$ cat config.mk
export PLATFORM = sky130hd
export DESIGN_NAME = i2c_addr_match
export DESIGN_NICKNAME = d
export VERILOG_FILES = /design/src/rtl/i2c_am_pkg.sv /design/src/rtl/i2c_am_filter.sv /design/src/rtl/i2c_am_cond.sv /design/src/rtl/i2c_am_decode.sv /design/src/rtl/i2c_addr_match.sv
export SDC_FILE = /design/constraint.sdc
export NUM_CORES = 1
export LEC_CHECK = 0
export BUFFER_PORTS_ARGS = -buffer_cell sky130_fd_sc_hd__buf_2
export CORE_MARGIN = 5
export CORE_UTILIZATION = 50
export CTS_BUF_LIST = sky130_fd_sc_hd__clkbuf_2
export DETAILED_ROUTE_END_ITERATION = 10
export HOLD_SLACK_MARGIN = 0.12
export PLACE_DENSITY = 0.69
export SETUP_SLACK_MARGIN = 0.4
export SLEW_MARGIN = 5
export SYNTH_ARGS = -nofsm -noshare
export SYNTH_HDL_FRONTEND = slang
export SYNTH_SLANG_ARGS = --single-unit
$ cat constraint.sdc
create_clock -name clk -period 4.6 [get_ports clk]
set_input_delay 0.69 -clock clk [delete_from_list [all_inputs] [get_ports clk]]
set_output_delay 0.69 -clock clk [all_outputs]
set_load 0.01 [all_outputs]
$ cat src/rtl/i2c_am_pkg.sv
package i2c_am_pkg;

    localparam int BYTE_W   = 8;
    localparam int ADDR7_W  = 7;
    localparam int ADDR10_W = 10;

    // Upper five bits of the first byte that announces a 10-bit address
    localparam logic [4:0] TEN_HDR_PREFIX = 5'b11110;

    typedef enum logic [2:0] {
        ST_IDLE,
        ST_ADDR,
        ST_HOLD,
        ST_ACK,
        ST_MATCHED,
        ST_IGNORE
    } am_state_e;

    typedef enum logic [1:0] {
        KIND_NONE    = 2'b00,
        KIND_PRIMARY = 2'b01,
        KIND_DUAL    = 2'b10,
        KIND_GCALL   = 2'b11
    } am_kind_e;

endpackage

$ cat src/rtl/i2c_am_filter.sv
// Synchronizer followed by a persistence filter for one bus line
module i2c_am_filter #(
    parameter int   FILT_CYC    = 3,
    parameter int   SYNC_STAGES = 2,
    parameter logic RST_LVL     = 1'b1
) (
    input  logic clk,
    input  logic rst_n,
    input  logic raw_i,
    output logic clean_o
);

    localparam int CW = (FILT_CYC < 2) ? 1 : $clog2(FILT_CYC + 1);

    logic [SYNC_STAGES-1:0] sync_q;
    logic [CW-1:0]          cnt_q;
    logic                   synced;

    assign synced = sync_q[SYNC_STAGES-1];

    always_ff @(posedge clk or negedge rst_n) begin
        if (!rst_n) begin
            sync_q  <= {SYNC_STAGES{RST_LVL}};
            cnt_q   <= '0;
            clean_o <= RST_LVL;
        end else begin
            sync_q <= {sync_q[SYNC_STAGES-2:0], raw_i};
            if (synced == clean_o) begin
                cnt_q <= '0;
            end else if (cnt_q == CW'(FILT_CYC - 1)) begin
                clean_o <= synced;
                cnt_q   <= '0;
            end else begin
                cnt_q <= cnt_q + CW'(1);
            end
        end
    end

endmodule

$ cat src/rtl/i2c_am_cond.sv
// Bus condition and SCL edge detection on the filtered lines
module i2c_am_cond (
    input  logic clk,
    input  logic rst_n,
    input  logic scl_i,
    input  logic sda_i,
    output logic start_o,
    output logic stop_o,
    output logic scl_rise_o,
    output logic scl_fall_o
);

    logic scl_q;
    logic sda_q;

    always_ff @(posedge clk or negedge rst_n) begin
        if (!rst_n) begin
            scl_q <= 1'b1;
            sda_q <= 1'b1;
        end else begin
            scl_q <= scl_i;
            sda_q <= sda_i;
        end
    end

    assign start_o    = scl_i & scl_q & sda_q & ~sda_i;
    assign stop_o     = scl_i & scl_q & ~sda_q & sda_i;
    assign scl_rise_o = scl_i & ~scl_q;
    assign scl_fall_o = ~scl_i & scl_q;

endmodule

$ cat src/rtl/i2c_am_decode.sv
// Address comparison for one received byte, with priority primary > dual > general call
module i2c_am_decode
    import i2c_am_pkg::*;
(
    input  logic [BYTE_W-1:0]   rx_byte_i,
    input  logic                second_i,
    input  logic                ten_bit_i,
    input  logic [ADDR10_W-1:0] own_addr_i,
    input  logic                dual_en_i,
    input  logic [ADDR7_W-1:0]  dual_addr_i,
    input  logic                gc_en_i,
    input  logic                ten_armed_i,
    output logic                ack_o,
    output logic                final_o,
    output logic                go_second_o,
    output am_kind_e            kind_o
);

    logic [ADDR7_W-1:0] addr7;
    logic [ADDR7_W-1:0] hdr7;
    logic               rw_bit;

    assign addr7  = rx_byte_i[BYTE_W-1:1];
    assign rw_bit = rx_byte_i[0];
    assign hdr7   = {TEN_HDR_PREFIX, own_addr_i[ADDR10_W-1:BYTE_W]};

    always_comb begin
        ack_o       = 1'b0;
        final_o     = 1'b0;
        go_second_o = 1'b0;
        kind_o      = KIND_NONE;
        if (second_i) begin
            if (rx_byte_i == own_addr_i[BYTE_W-1:0]) begin
                ack_o   = 1'b1;
                final_o = 1'b1;
                kind_o  = KIND_PRIMARY;
            end
        end else if (!ten_bit_i && addr7 == own_addr_i[ADDR7_W-1:0]) begin
            ack_o   = 1'b1;
            final_o = 1'b1;
            kind_o  = KIND_PRIMARY;
        end else if (ten_bit_i && addr7 == hdr7 && !rw_bit) begin
            ack_o       = 1'b1;
            go_second_o = 1'b1;
            kind_o      = KIND_PRIMARY;
        end else if (ten_bit_i && addr7 == hdr7 && rw_bit && ten_armed_i) begin
            ack_o   = 1'b1;
            final_o = 1'b1;
            kind_o  = KIND_PRIMARY;
        end else if (dual_en_i && addr7 == dual_addr_i) begin
            ack_o   = 1'b1;
            final_o = 1'b1;
            kind_o  = KIND_DUAL;
        end else if (gc_en_i && addr7 == '0 && !rw_bit) begin
            ack_o   = 1'b1;
            final_o = 1'b1;
            kind_o  = KIND_GCALL;
        end
    end

endmodule

$ cat src/rtl/i2c_addr_match.sv
module i2c_addr_match
    import i2c_am_pkg::*;
#(
    parameter int FILT_CYC    = 3,
    parameter int SYNC_STAGES = 2
) (
    input  logic                clk,
    input  logic                rst_n,
    input  logic                scl_i,
    input  logic                sda_i,
    input  logic                ten_bit_i,
    input  logic [ADDR10_W-1:0] own_addr_i,
    input  logic                dual_en_i,
    input  logic [ADDR7_W-1:0]  dual_addr_i,
    input  logic                gc_en_i,
    output logic                sda_pull_o,
    output logic                match_o,
    output logic [1:0]          match_kind_o,
    output logic                rw_o
);

    localparam int NUM_LINES = 2;
    localparam int CNT_W     = $clog2(BYTE_W + 1);
    localparam logic [CNT_W-1:0] LAST_BIT = CNT_W'(BYTE_W - 1);

    // ---------------- input conditioning ----------------
    logic [NUM_LINES-1:0] raw_v;
    logic [NUM_LINES-1:0] filt_v;
    logic                 scl_f;
    logic                 sda_f;

    assign raw_v = {scl_i, sda_i};

    for (genvar gi = 0; gi < NUM_LINES; gi++) begin : g_line
        i2c_am_filter #(
            .FILT_CYC   (FILT_CYC),
            .SYNC_STAGES(SYNC_STAGES),
            .RST_LVL    (1'b1)
        ) u_filt (
            .clk    (clk),
            .rst_n  (rst_n),
            .raw_i  (raw_v[gi]),
            .clean_o(filt_v[gi])
        );
    end

    assign scl_f = filt_v[1];
    assign sda_f = filt_v[0];

    logic start_det;
    logic stop_det;
    logic scl_rise;
    logic scl_fall;

    i2c_am_cond u_cond (
        .clk       (clk),
        .rst_n     (rst_n),
        .scl_i     (scl_f),
        .sda_i     (sda_f),
        .start_o   (start_det),
        .stop_o    (stop_det),
        .scl_rise_o(scl_rise),
        .scl_fall_o(scl_fall)
    );

    // ---------------- receive datapath ----------------
    am_state_e          state_q, state_n;
    logic [CNT_W-1:0]   bit_cnt_q;
    logic [BYTE_W-2:0]  shift_q;
    logic [BYTE_W-1:0]  rx_byte;
    logic               second_q;
    logic               ten_armed_q;
    logic               ack_q, final_q, go2_q, rw_q;
    am_kind_e           kind_q;

    logic               dec_ack, dec_final, dec_go2;
    am_kind_e           dec_kind;
    logic               last_bit_rise;

    assign rx_byte       = {shift_q, sda_f};
    assign last_bit_rise = (state_q == ST_ADDR) && scl_rise && (bit_cnt_q == LAST_BIT);

    i2c_am_decode u_dec (
        .rx_byte_i  (rx_byte),
        .second_i   (second_q),
        .ten_bit_i  (ten_bit_i),
        .own_addr_i (own_addr_i),
        .dual_en_i  (dual_en_i),
        .dual_addr_i(dual_addr_i),
        .gc_en_i    (gc_en_i),
        .ten_armed_i(ten_armed_q),
        .ack_o      (dec_ack),
        .final_o    (dec_final),
        .go_second_o(dec_go2),
        .kind_o     (dec_kind)
    );

    // ---------------- next-state logic ----------------
    always_comb begin
        state_n = state_q;
        if (stop_det) begin
            state_n = ST_IDLE;
        end else if (start_det) begin
            state_n = ST_ADDR;
        end else begin
            unique case (state_q)
                ST_IDLE:    state_n = ST_IDLE;
                ST_ADDR:    if (last_bit_rise) state_n = ST_HOLD;
                ST_HOLD:    if (scl_fall) state_n = ack_q ? ST_ACK : ST_IGNORE;
                ST_ACK:     if (scl_fall) state_n = go2_q ? ST_ADDR : ST_MATCHED;
                ST_MATCHED: state_n = ST_MATCHED;
                ST_IGNORE:  state_n = ST_IGNORE;
                default:    state_n = ST_IDLE;
            endcase
        end
    end

    // ---------------- state register and datapath ----------------
    always_ff @(posedge clk or negedge rst_n) begin
        if (!rst_n) begin
            state_q     <= ST_IDLE;
            bit_cnt_q   <= '0;
            shift_q     <= '0;
            second_q    <= 1'b0;
            ten_armed_q <= 1'b0;
            ack_q       <= 1'b0;
            final_q     <= 1'b0;
            go2_q       <= 1'b0;
            rw_q        <= 1'b0;
            kind_q      <= KIND_NONE;
        end else begin
            state_q <= state_n;
            if (stop_det) begin
                bit_cnt_q   <= '0;
                second_q    <= 1'b0;
                ten_armed_q <= 1'b0;
            end else if (start_det) begin
                bit_cnt_q <= '0;
                second_q  <= 1'b0;
            end else begin
                if (state_q == ST_ADDR && scl_rise) begin
                    shift_q   <= rx_byte[BYTE_W-2:0];
                    bit_cnt_q <= bit_cnt_q + CNT_W'(1);
                end
                if (last_bit_rise) begin
                    ack_q   <= dec_ack;
                    final_q <= dec_final;
                    go2_q   <= dec_go2;
                    kind_q  <= dec_kind;
                    if (!second_q) begin
                        rw_q <= sda_f;
                    end
                end
                if (state_q == ST_ACK && scl_fall) begin
                    if (go2_q) begin
                        second_q  <= 1'b1;
                        bit_cnt_q <= '0;
                    end
                    if (final_q && second_q) begin
                        ten_armed_q <= 1'b1;
                    end
                end
            end
        end
    end

    // ---------------- registered outputs ----------------
    always_ff @(posedge clk or negedge rst_n) begin
        if (!rst_n) begin
            sda_pull_o   <= 1'b0;
            match_o      <= 1'b0;
            match_kind_o <= KIND_NONE;
            rw_o         <= 1'b0;
        end else begin
            sda_pull_o <= (state_n == ST_ACK);
            if (start_det || stop_det) begin
                match_o      <= 1'b0;
                match_kind_o <= KIND_NONE;
                rw_o         <= 1'b0;
            end else if (state_q == ST_HOLD && state_n == ST_ACK && final_q) begin
                match_o      <= 1'b1;
                match_kind_o <= kind_q;
                rw_o         <= rw_q;
            end
        end
    end

endmodule

After elaboration in Yosys (flattened, before gate mapping)
Index checks and enable logic that the tools add are counted.
- flip-flop bits (word level): 39
- bits of input ports: 24
- output and inout bits: 5
- logic and storage cells: 138
- add/sub/neg operators: 3
- equal/unequal tests: 16
- mux-type cells: 51
- bitwise operators: 16
- reduce and logical (&&, ||, !) cells: 30
- operator list (kind ; count):
    1-bit 2-to-1 mux ; 26
    2-bit 2-to-1 mux ; 12
    7-bit == test ; 3
    3-bit 2-to-1 mux ; 7
    4-bit 2-to-1 mux ; 5
    3-bit case mux with 5 select lines ; 1
    1-bit logical AND ; 14
    3-bit by 2-bit == test with 1-bit output (second input constant) ; 3
    1-bit inverter ; 9
    3-bit AND reduction ; 3
    8-bit == test ; 1
    1-bit bitwise AND ; 7
    7-bit zero test ; 1
    3-bit == test (second input constant) ; 2
    2-bit AND reduction ; 3
    2-bit nonzero test ; 3
    3-bit nonzero test ; 2
    2-bit by 1-bit adder with 2-bit output (second input constant) ; 2
    4-bit by 1-bit adder with 4-bit output (second input constant) ; 1
    2-bit == test (second input constant) ; 2
    4-bit by 3-bit == test with 1-bit output (second input constant) ; 1
    4-bit AND reduction ; 1
    3-bit by 1-bit == test with 1-bit output (second input constant) ; 1
    1-bit == test ; 2
    3 further kinds ; 4

Depth between registers and ports, before layout
Gate-level depths: netlist of the first run.
- depth in word-level cells: 13
- depth in mapped cells: 7

Modules after synthesis
A second synthesis of the first run with hierarchy kept.
- cells, all modules: 189
- area, all modules: 2177.1 um^2
- by module, submodules not included (module ; times used ; cells each ; area each (um^2)):
    i2c_addr_match ; 1 ; 103 ; 1244.9
    i2c_am_decode ; 1 ; 60 ; 486.7
    i2c_am_filter ; 2 ; 10 ; 178.9
    i2c_am_cond ; 1 ; 6 ; 87.6

Least setup slack after synthesis of the first run
OpenSTA, ideal clock, no wires.
- kind: reg-to-reg
- start point: register u_cond.scl_q
- end point: register match_kind_o[0]
- setup time: 0.125 ns
- arrival: 1.909 ns
- data required time: 4.475 ns
- path slack: 2.566 ns
- cell stages (with the launch flop): 6
- path buffers: 0
- path through: dfstp_2 > or4bb_2 > o211ai_1 > a211oi_1 > o2111ai_2 > mux2_2
- word-level cells in the longest chain between the ends: 12
- elaborated cells between the ends (all ways): 22
- those cells by class: eq/ne (1); mux (7); bitwise (8); reduce/logical (6)
- RTL lines (item ; RTL line ; source):
    start, declared ; i2c_am_cond.sv:13 ; logic scl_q;
    start signal, assigned ; i2c_am_cond.sv:21 ; scl_q <= scl_i;
    1-bit inverter ; i2c_am_cond.sv:28 ; assign scl_rise_o = scl_i & ~scl_q;
    1-bit bitwise AND ; i2c_am_cond.sv:28 ;
    1-bit logical AND (2 in a row) ; i2c_addr_match.sv:81 ; assign last_bit_rise = (state_q == ST_ADDR) && scl_rise && (bit_cnt_q == LAST_BIT);
    3-bit 2-to-1 mux ; i2c_addr_match.sv:108 ; ST_ADDR: if (last_bit_rise) state_n = ST_HOLD;
    3-bit case mux with 5 select lines ; i2c_addr_match.sv:106 ; unique case (state_q)
    3-bit 2-to-1 mux ; i2c_addr_match.sv:103 ; end else if (start_det) begin
    3-bit 2-to-1 mux ; i2c_addr_match.sv:101 ; if (stop_det) begin
    3-bit by 2-bit == test with 1-bit output ; i2c_addr_match.sv:180 ; end else if (state_q == ST_HOLD && state_n == ST_ACK && final_q) begin
    1-bit logical AND (2 in a row) ; i2c_addr_match.sv:180 ;
    2-bit nonzero test (no source line) ; - ;
    end signal, assigned ; i2c_addr_match.sv:182 ; match_kind_o <= kind_q;
    end, declared ; i2c_addr_match.sv:18 ; output logic [1:0] match_kind_o,
Parallel ways exist; a longest one is shown, timed or not.
A chain may end at the register's enable or synchronous reset.

Worst setup path in the final report of the first run
- start point: register g_line[1].u_filt.clean_o
- end point: register match_kind_o[1]
- word-level cells in the longest chain between the ends: 11
- elaborated cells between the ends (all ways): 22
- those cells by class: eq/ne (1); mux (7); bitwise (8); reduce/logical (6)
- RTL lines (item ; RTL line ; source):
    start, declared ; i2c_am_filter.sv:10 ; output logic clean_o
    start signal, assigned ; i2c_am_filter.sv:31 ; clean_o <= synced;
    1-bit bitwise AND ; i2c_am_cond.sv:28 ;
    1-bit logical AND (2 in a row) ; i2c_addr_match.sv:81 ;
    3-bit 2-to-1 mux ; i2c_addr_match.sv:108 ;
    3-bit case mux with 5 select lines ; i2c_addr_match.sv:106 ;
    3-bit 2-to-1 mux ; i2c_addr_match.sv:103 ;
    3-bit 2-to-1 mux * ; i2c_addr_match.sv:101 ;
    net state_n[1] ; i2c_addr_match.sv:67 ; am_state_e state_q, state_n;
    3-bit by 2-bit == test with 1-bit output * ; i2c_addr_match.sv:180 ;
    1-bit logical AND * (2 in a row) ; i2c_addr_match.sv:180 ;
    2-bit nonzero test (no source line) * ; - ;
Mark *: on every way through the listed nets, which the timed path passes. The rest lies on a longest branch.

==> run summary, run 1 <==
The run finished with clean final reports. Of the cells placed in the final design, the portion with a size suffix greater than 1 is roughly a third. The clock latency at the later pin of the worst-skew pair is 0.38 ns. The worst min-delay path endpoint is g_line[1].u_filt.sync_q[1]$_DFF_PN1_. The synthesized area per cell is roughly 11 sq um. Of the total power, combinational logic draws 23.7%. The count of TritonRoute iterations in the first routing pass is 4. The power density over the cells is 351 mW/mm^2. The number of instances in the synthesized netlist came out at around 190. The data required time at the worst endpoint is 4.87 ns. In this run the critical register-to-register path is launched from g_line[1].u_filt.clean_o$_DFFE_PN1P_. The routed via count is 1,468.

The clock input transition at the sequential cells of the worst setup and hold paths is about 0.17 ns. The total congestion overflow came out at 0. In the final layout, the multi-input gates occupy roughly 0.001 sq mm. The max-capacitance violation count came out at 0.

Entering global routing, the biggest net connects 40 pins. The share of power burned in registers came out at around three fifths. The full die area is between 0.005 and 0.006 sq mm.

The final critical-path required period is 2.23 ns. The share of synthesized area occupied by flip-flops and latches is between 40 and 50%. Compared with the post-synthesis result, the final layout area differs by 9.73%. The share of synthesized area in the top cell type comes to 37.7%. The initial antenna violation count is 0. The instance area after placement came out at 0.00222 sq mm. In this run the cell area of the synthesized design comes to 0.00206 sq mm. The congestion estimate from routability-driven global placement came to 0.856.

The number of enable-type register cells in the synthesized netlist came out at 0. For this run, the leading register cell type out of synthesis is sky130_fd_sc_hd__dfrtp_1. After layout, the design draws a total of 0.792 mW.

The final-layout setup total negative slack came out at 0 ns. The count of hold-fix buffers inserted at cts came out at 0. The first routing iteration left 61 violations. Setup repair after global routing left no endpoint under its margin. The highest fanout seen on the critical path came out at 9. After synthesis, the netlist uses between 50 and 60 different library cells. The post-detailed-placement half-perimeter wirelength is between 3 and 4 mm.

The floorplan row count is 23. For the worst flop-to-flop path, the logic depth is 5. The maximum level of the CTS H-tree is 2. In this run the horizontal extent of the chip is approximately 74 um.

At the pin with the least slew margin, the transition time is approximately 1.2 ns. CTS saw 39 sinks. The category of the most critical setup path is flop to flop. The highest-delay cell along the critical path is sky130_fd_sc_hd__dfstp_2. The critical path goes through nand4bb_1 -> or3_1 -> a211oi_4 -> o2111ai_2 -> mux2_1. The count of nets left with antenna violations once routing finished came out at 0. The floorplan step defined a core boundary enclosing between 0.004 and 0.005 sq mm. The peak per-stage delay on the critical path is between 0.6 and 0.7 ns. After detailed routing, the number of vias per cell comes to approximately 5.6.

29 I/O pins were placed. The initial utilization of the core area, before any placement, comes to 51.4%. The number of remaining DRC errors came out at 0. The TritonCTS clock tree is built.

In the synthesized netlist the async set-or-reset flop fraction comes to between 90% and 100%. Of the available clock period, the critical path in the final layout requires 48.4%. Counting along the longest clock path gives a buffer depth of 2. The number of gates resized after cts is 0.

Based on the critical path, the design can be clocked at up to 0.449 GHz. The area taken by flip-flops and latches is slightly below 0.001 sq mm. The internal power of the cells totals around 0.53 mW. The end of the worst register-to-register path is match_kind_o[1]$_DFFE_PN0P_.

In this run, the clock network consumes between 15 and 20% of the power. The post-layout net count is roughly 240. The worst-case register-to-register setup slack came out at ~2.4 ns.

Setup violations remaining at the end of the flow were counted as 0. sky130_fd_sc_hd__dfrtp_1 takes more of the synthesized area than any other cell. The clock tree root driver cell is sky130_fd_sc_hd__clkbuf_2. The count of final hold-check violations is 0. The number of port buffers is 28. On the final layout, the worst clock skew is between 0.02 and 0.025 ns. The startpoint identified for the worst hold timing path is g_line[1].u_filt.sync_q[0]$_DFF_PN1_. For the worst setup path, the data arrival time is about 2.5 ns.

Summed over all nets, the switching power comes to 0.258 mW. TritonCTS created 5 clock buffers. The worst hold path was traced through 0 stages. In the final routed layout, each cell accounts on average for between 10 and 15 um. The net count after synthesis is roughly 210. The overall track demand over capacity in global routing came out at 16.9%. Of the total power, the share spent switching nets is about 33%. The number of global-route vias before repair is about 1,600. The flip-flop and latch count after synthesis came out at 39. From bottom edge to top edge, the die measures between 70 and 80 um. The number of warnings printed during yosys synthesis is 0. The count of filler cells inserted in the layout is 350. The maximum vdd drop is just over 0.2 mV.

The total wire length came out at 3.91 mm. The type of element capturing the critical path is a flop. The final antenna diode count came out at 0. STA classifies the critical path startpoint as a flop. After routing the design area is 0.00226 sq mm. The worst hold path belongs to the class flop to flop. By area the synthesized netlist is led by sky130_fd_sc_hd__dfrtp_1, sky130_fd_sc_hd__dfstp_2, sky130_fd_sc_hd__xor2_1. The total count of max-transition violations in the final report was 0. The standby leakage power is about 1.0 nW. The worst pin sits at a relative slew slack of between 10% and 20%.

The first-pass GRT wire length came out at 7.11 mm. Once the clock tree was built, the setup fixing pass inserted 0 buffers.
per-stage QoR:
step	instances	setup slack [ns]	util, %	hold slack, ns
final	263	2.37	56.4	0.367
after global routing	263	2.15	56.4	0.327
after CTS	263	2.36	56.4	0.353
after detailed placement	255	2.39	55.5	0.347
after global placement	255	2.47	55.5	0.348
after floorplan	187	2.57	-	0.345
per-layer routing:
| layer | wire length [um] | vias up | track usage, % |
|---|---|---|---|
| li1 | - | 701 | - |
| met1 | 1720 | 726 | 20.7 |
| met2 | 1920 | 35 | 28.3 |
| met3 | 208 | 6 | 4.86 |
| met4 | 50 | 0 | 6.04 |
| met5 | 0 | - | 0 |
final cells by class:
cell class | count | area share [%]
multi-input combinational | 131 | 44.5
inverter | 7 | 1.16
timing repair buffer | 28 | 6.21
tap | 50 | 2.77
sequential | 39 | 43.7
clock buffer | 6 | 1.33
clock inverter | 2 | 0.333
state kept, by name (all words and copies together) (netlist names):
name                   flops
ten_armed_q                1
u_cond.scl_q               1
rw_q                       1
match_o                    1
u_cond.sda_q               1
g_line.u_filt.cnt_q        4
sda_pull_o                 1
go2_q                      1
shift_q                    7
ack_q                      1
final_q                    1
state_q                    3
g_line.u_filt.sync_q       4
kind_q                     2
second_q                   1
bit_cnt_q                  4
g_line.u_filt.clean_o      2
match_kind_o               2
rw_o                       1
worst max-delay path: cells and delay by family, from the launching register on:
kind	cells	cell delay (ns)
mux	1	0.37
compound gates	2	0.53
simple gates	2	0.60
flops	1	0.63
power groups by stage:
stage          Sequential [mW]  Clock (mW)  Combinational [mW]
3_3_place_gp             0.467           0               0.181
3_5_place_dp             0.473           0               0.189
4_1_cts                  0.466       0.149               0.190
2_1_floorplan            0.437           0               0.165
6_report                 0.466       0.139               0.188
5_1_grt                  0.477       0.165               0.210
logic make-up after synthesis:
group           synth area share [%]
simple gates                    19.3
buf+inv                         3.53
fa+ha+maj                       1.22
mux                             6.51
xor+xnor                        12.3
compound gates                  9.13
flops                           47.9
Yosys cell counts, drive strengths merged, types with 2 or more instances:
cell	number
ha	2
inv	7
nor3b	2
nand3	4
nor2b	3
and3	2
nor2	7
nand2	10
and2b	3
and2	2
mux2	11
or2b	3
a211oi	2
xnor2	14
a21o	2
a22o	2
a21oi	5
nand4	2
clkbuf	8
dfstp	8
o21ai	4
nor3	6
nor4	6
xor2	15
dfrtp	31
buf	2
nand2b	5
or3	2
worst max path at each step:
stage,from,end,depth (start not counted)
floorplan,u_cond.scl_q$_DFF_PN1_,match_kind_o[0]$_DFFE_PN0P_,5
global placement,u_cond.sda_q$_DFF_PN1_,match_kind_o[0]$_DFFE_PN0P_,5
detailed placement,g_line[1].u_filt.clean_o$_DFFE_PN1P_,match_kind_o[1]$_DFFE_PN0P_,5
CTS,u_cond.sda_q$_DFF_PN1_,rw_o$_DFFE_PN0P_,5
global route,state_q[1]$_DFF_PN0_,bit_cnt_q[3]$_DFF_PN0_,5
finish,g_line[1].u_filt.clean_o$_DFFE_PN1P_,match_kind_o[1]$_DFFE_PN0P_,5
cells in the final DEF, fill, tap and decap left out, types with 7 or more instances in the layout:
master and n:
sky130_fd_sc_hd__inv_1 7, sky130_fd_sc_hd__nand2_1 10, sky130_fd_sc_hd__mux2_2 10, sky130_fd_sc_hd__dfrtp_1 31, sky130_fd_sc_hd__dfstp_2 8, sky130_fd_sc_hd__xor2_1 15
sky130_fd_sc_hd__xnor2_1 14, sky130_fd_sc_hd__nor2_1 7, sky130_fd_sc_hd__buf_2 28
Note: power is estimated with default switching activity, not from simulation.
==> run 2: changes to the inputs <==
--- a/config.mk
+++ b/config.mk
@@ -11,7 +11,7 @@
 export CTS_BUF_LIST = sky130_fd_sc_hd__clkbuf_2
 export DETAILED_ROUTE_END_ITERATION = 10
 export HOLD_SLACK_MARGIN = 0.12
-export PLACE_DENSITY = 0.69
+export PLACE_DENSITY = 0.72
 export SETUP_SLACK_MARGIN = 0.4
 export SLEW_MARGIN = 5
 export SYNTH_ARGS = -nofsm -noshare
==> constraint.sdc (replaced) <==
create_clock -name clk -period 1.95 [get_ports clk]
set_input_delay 0.2925 -clock clk [delete_from_list [all_inputs] [get_ports clk]]
set_output_delay 0.2925 -clock clk [all_outputs]
set_load 0.01 [all_outputs]
==> run summary, run 2 (synthesis results as in run 1) <==
The routed via count came out at 1,591 (was 1,468). The endpoint of the most critical setup path is match_kind_o[0]$_DFFE_PN0P_ (was match_kind_o[1]$_DFFE_PN0P_). The worst-case register-to-register setup slack was -0.04 ns (was 2.37 ns). The worst hold path class is input port to flop (was flop to flop). The final clock skew came to 0.0152 ns (was 0.0243 ns). The starting utilization of the core area came out at 51.4% (unchanged). The most common library cell in the layout ignoring fill and taps was sky130_fd_sc_hd__dfrtp_1 (unchanged). List of cells traversed by the critical path: or4bb_4 -> o211ai_1 -> a211oi_2 -> o2111ai_4 -> mux2_2 (was nand4bb_1 -> or3_1 -> a211oi_4 -> o2111ai_2 -> mux2_1). The total congestion overflow is 0 (unchanged). The worst hold path cell count came out at 5 (was 0).

The number of port buffers is 28 (unchanged). The total wire length is 4.69 mm (was 3.91 mm). The overall die height is 74.1 um (unchanged). The layout cell share with drive strength beyond 1 came out at 48.6% (was 33.3%).

The reg-to-reg startpoint is u_cond.scl_q$_DFF_PN1_ (was g_line[1].u_filt.clean_o$_DFFE_PN1P_). The ratio of final minimum period to clock period was 102% (was 48.4%). The final reports fail on negative setup slack. The number of nets with antenna violations after detailed routing came out at 0 (unchanged). The number of global-route vias before repair came out at 1,701 (was 1,571). The type of element launching the critical path is a flop (unchanged). Most used cells in the layout excluding fill and tap cells: sky130_fd_sc_hd__dfrtp_1, sky130_fd_sc_hd__buf_4, sky130_fd_sc_hd__buf_2, sky130_fd_sc_hd__xor2_1, sky130_fd_sc_hd__xnor2_1 (was sky130_fd_sc_hd__dfrtp_1, sky130_fd_sc_hd__buf_2, sky130_fd_sc_hd__xor2_1, sky130_fd_sc_hd__xnor2_1).

The peak per-stage delay on the critical path is 0.58 ns (was 0.63 ns). The placeable core region was 0.00400 sq mm (unchanged). The floorplan row count is 23 (unchanged). The standby leakage power came out at 1.27 nW (was 1.03 nW). The count of clock tree sinks is 39 (unchanged). The flip-flop count of the largest register after layout came to 7 (unchanged). The overall track demand over capacity in global routing came out at 18.8% (was 16.9%). The highest-delay cell along the critical path is sky130_fd_sc_hd__dfstp_2 (unchanged). The count of final hold-check violations is 0 (unchanged). The launching element of the worst setup path is u_cond.scl_q$_DFF_PN1_ (was g_line[1].u_filt.clean_o$_DFFE_PN1P_). The layout-stage area growth over the synthesis result came out at 33.0% (was 9.73%). The power after layout is 2.15 mW (was 0.792 mW). The clock input transition at the sequential cells of the worst setup and hold paths was 0.21 ns (was 0.17 ns). The maximum level of the CTS H-tree came out at 2 (unchanged). The post-layout net count came to 278 (was 238). The max-capacitance violation count is 0 (unchanged). The number of cell instances on the worst register-to-register path came out at 5 (unchanged).

The maximum clock frequency is 0.503 GHz (was 0.449 GHz). The first-iteration detailed-routing DRC count is 94 (was 61). The power density over the cells is 785 mW/mm^2 (was 351 mW/mm^2).

The clock tree root driver cell is sky130_fd_sc_hd__clkbuf_2 (unchanged). The worst setup timing slack at the placement stage came to -0.102 ns (was 2.39 ns). The top register by number of flip-flops was shift_q (unchanged). The number of buffers inserted during clock tree synthesis is 5 (unchanged). The full die area came to 0.00550 sq mm (unchanged). The final critical-path required period is 1.99 ns (was 2.23 ns). The initial antenna violation count is 0 (unchanged). The number of remaining DRC errors came out at 0 (unchanged). The I/O pin count is 29 (unchanged). The average routed wire per standard cell was 15.5 um (was 14.8 um). Unrepaired setup endpoints after global routing: true (was false).

The highest fanout seen on the critical path was 4 (was 9). The count of TritonRoute iterations in the first routing pass is 4 (unchanged). The worst path arrival time is 2.31 ns (was 2.49 ns). The via count normalized by instance count came out at 5.25 (was 5.58).

The maximum clock insertion buffer count is 2 (unchanged). The first-pass GRT wire length came out at 7.95 mm (was 7.11 mm). The relative slew slack is 67.7% (was 18.5%). The final antenna diode count is 0 (unchanged). Result of the run: finished with violations (was finished clean). The maximum number of pins on one net before global-route repair came out at 40 (unchanged). The type of element capturing the critical path is a flop (unchanged). The maximum vdd drop came out at 0.693 mV (was 0.207 mV). The worst path setup slack after routing came out at -0.0365 ns (was 2.37 ns). The slew at the pin closest to its max-slew limit came out at 0.484 ns (was 1.22 ns). The post-detailed-placement half-perimeter wirelength is 3.39 mm (was 3.07 mm). The clock latency at the later pin of the worst-skew pair is 0.40 ns (was 0.38 ns). The total count of max-transition violations in the final report is 0 (unchanged).

The data required time at the worst endpoint came to 2.27 ns (was 4.87 ns). The count of buffering cells on the critical path with inverters included came out at 0 (unchanged). The category of the most critical setup path is flop to flop (unchanged). The horizontal die dimension is 74.1 um (unchanged).

The cell type group with the largest total delay on the critical path is flip-flops (unchanged). The total stage count of the critical path came out at 5 (unchanged). The end of the worst register-to-register path is match_kind_o[0]$_DFFE_PN0P_ (was match_kind_o[1]$_DFFE_PN0P_). The final weighted congestion in routability-driven placement is 0.803 (was 0.856). The total of endpoints with negative setup slack in the final report was 3 (was 0). The TritonCTS clock tree is built (unchanged).
## run 2: where the power goes
| part | switching (mW) | internal [mW] | leakage, nW | total [mW] |
|---|---|---|---|---|
| logic | 0.340 | 0.378 | 0.736 | 0.718 |
| clock network | 0.282 | 0.0850 | 0.0250 | 0.366 |
| registers | 0.115 | 0.949 | 0.507 | 1.06 |
## run 2: timing repair
action / 4_1_cts / 5_1_grt
hold buffers: 3 / 0
endpoints found under the setup margin: 24 / 25
pin swaps: 7 / 3
gates resized for setup: 24 / 5
hold endpoints to repair: 33 / 0
cloned: 1 / 0
buffers inserted: 8 / 3
## run 2: worst min-delay path, cell delays in order
cell                      delay [ns]
sky130_fd_sc_hd__buf_2          0.09
sky130_fd_sc_hd__and4_1         0.15
sky130_fd_sc_hd__nand2_1        0.06
sky130_fd_sc_hd__a31oi_1        0.07
sky130_fd_sc_hd__nand3_1        0.06
## run 2: final cells by class
class	instances	area (sq um)
well taps	50	62.6
flip-flops and latches	39	986
multi-input cells	131	1140
fillers	294	1260
clock buffers	5	25.0
clock inverters	3	20.0
repair buffers	68	474
inverters	7	26.3
## run 2: how the worst min path moves through the flow
stage	from	to	slack, ns
global placement	g_line[1].u_filt.sync_q[0]$_DFF_PN1_	g_line[1].u_filt.sync_q[1]$_DFF_PN1_	0.35
CTS	dual_en_i	kind_q[0]$_DFFE_PN0P_	0.32
global route	dual_en_i	kind_q[0]$_DFFE_PN0P_	0.34
floorplan	rst_n	ack_q$_DFFE_PN0P_	-0.003
finish	dual_en_i	kind_q[0]$_DFFE_PN0P_	0.34
detailed placement	g_line[0].u_filt.sync_q[0]$_DFF_PN1_	g_line[0].u_filt.sync_q[1]$_DFF_PN1_	0.35
## run 2: per-stage QoR
| step | cells | utilization [%] | hold WS, ns | area [sq um] | setup TNS (ns) |
|---|---|---|---|---|---|
| 5_1_grt | 303 | 68.4 | 0.343 | 2740 | -0.602 |
| 4_1_cts | 300 | 67.3 | 0.322 | 2690 | -0.247 |
| 3_5_place_dp | 280 | 60.7 | 0.347 | 2430 | -0.294 |
| 2_1_floorplan | 187 | - | -0.00309 | 2090 | -0.167 |
| 3_3_place_gp | 280 | 60.7 | 0.346 | 2430 | -0.0367 |
| 6_report | 303 | 68.4 | 0.338 | 2740 | -0.0783 |
## run 2: metal layers
| metal | track usage, % | share of wire, % |
|---|---|---|
| met1 | 24.5 | 44 |
| met2 | 31.7 | 51 |
| met3 | 4.19 | 3.6 |
| met4 | 4.83 | 1.3 |
| met5 | 0 | 0 |
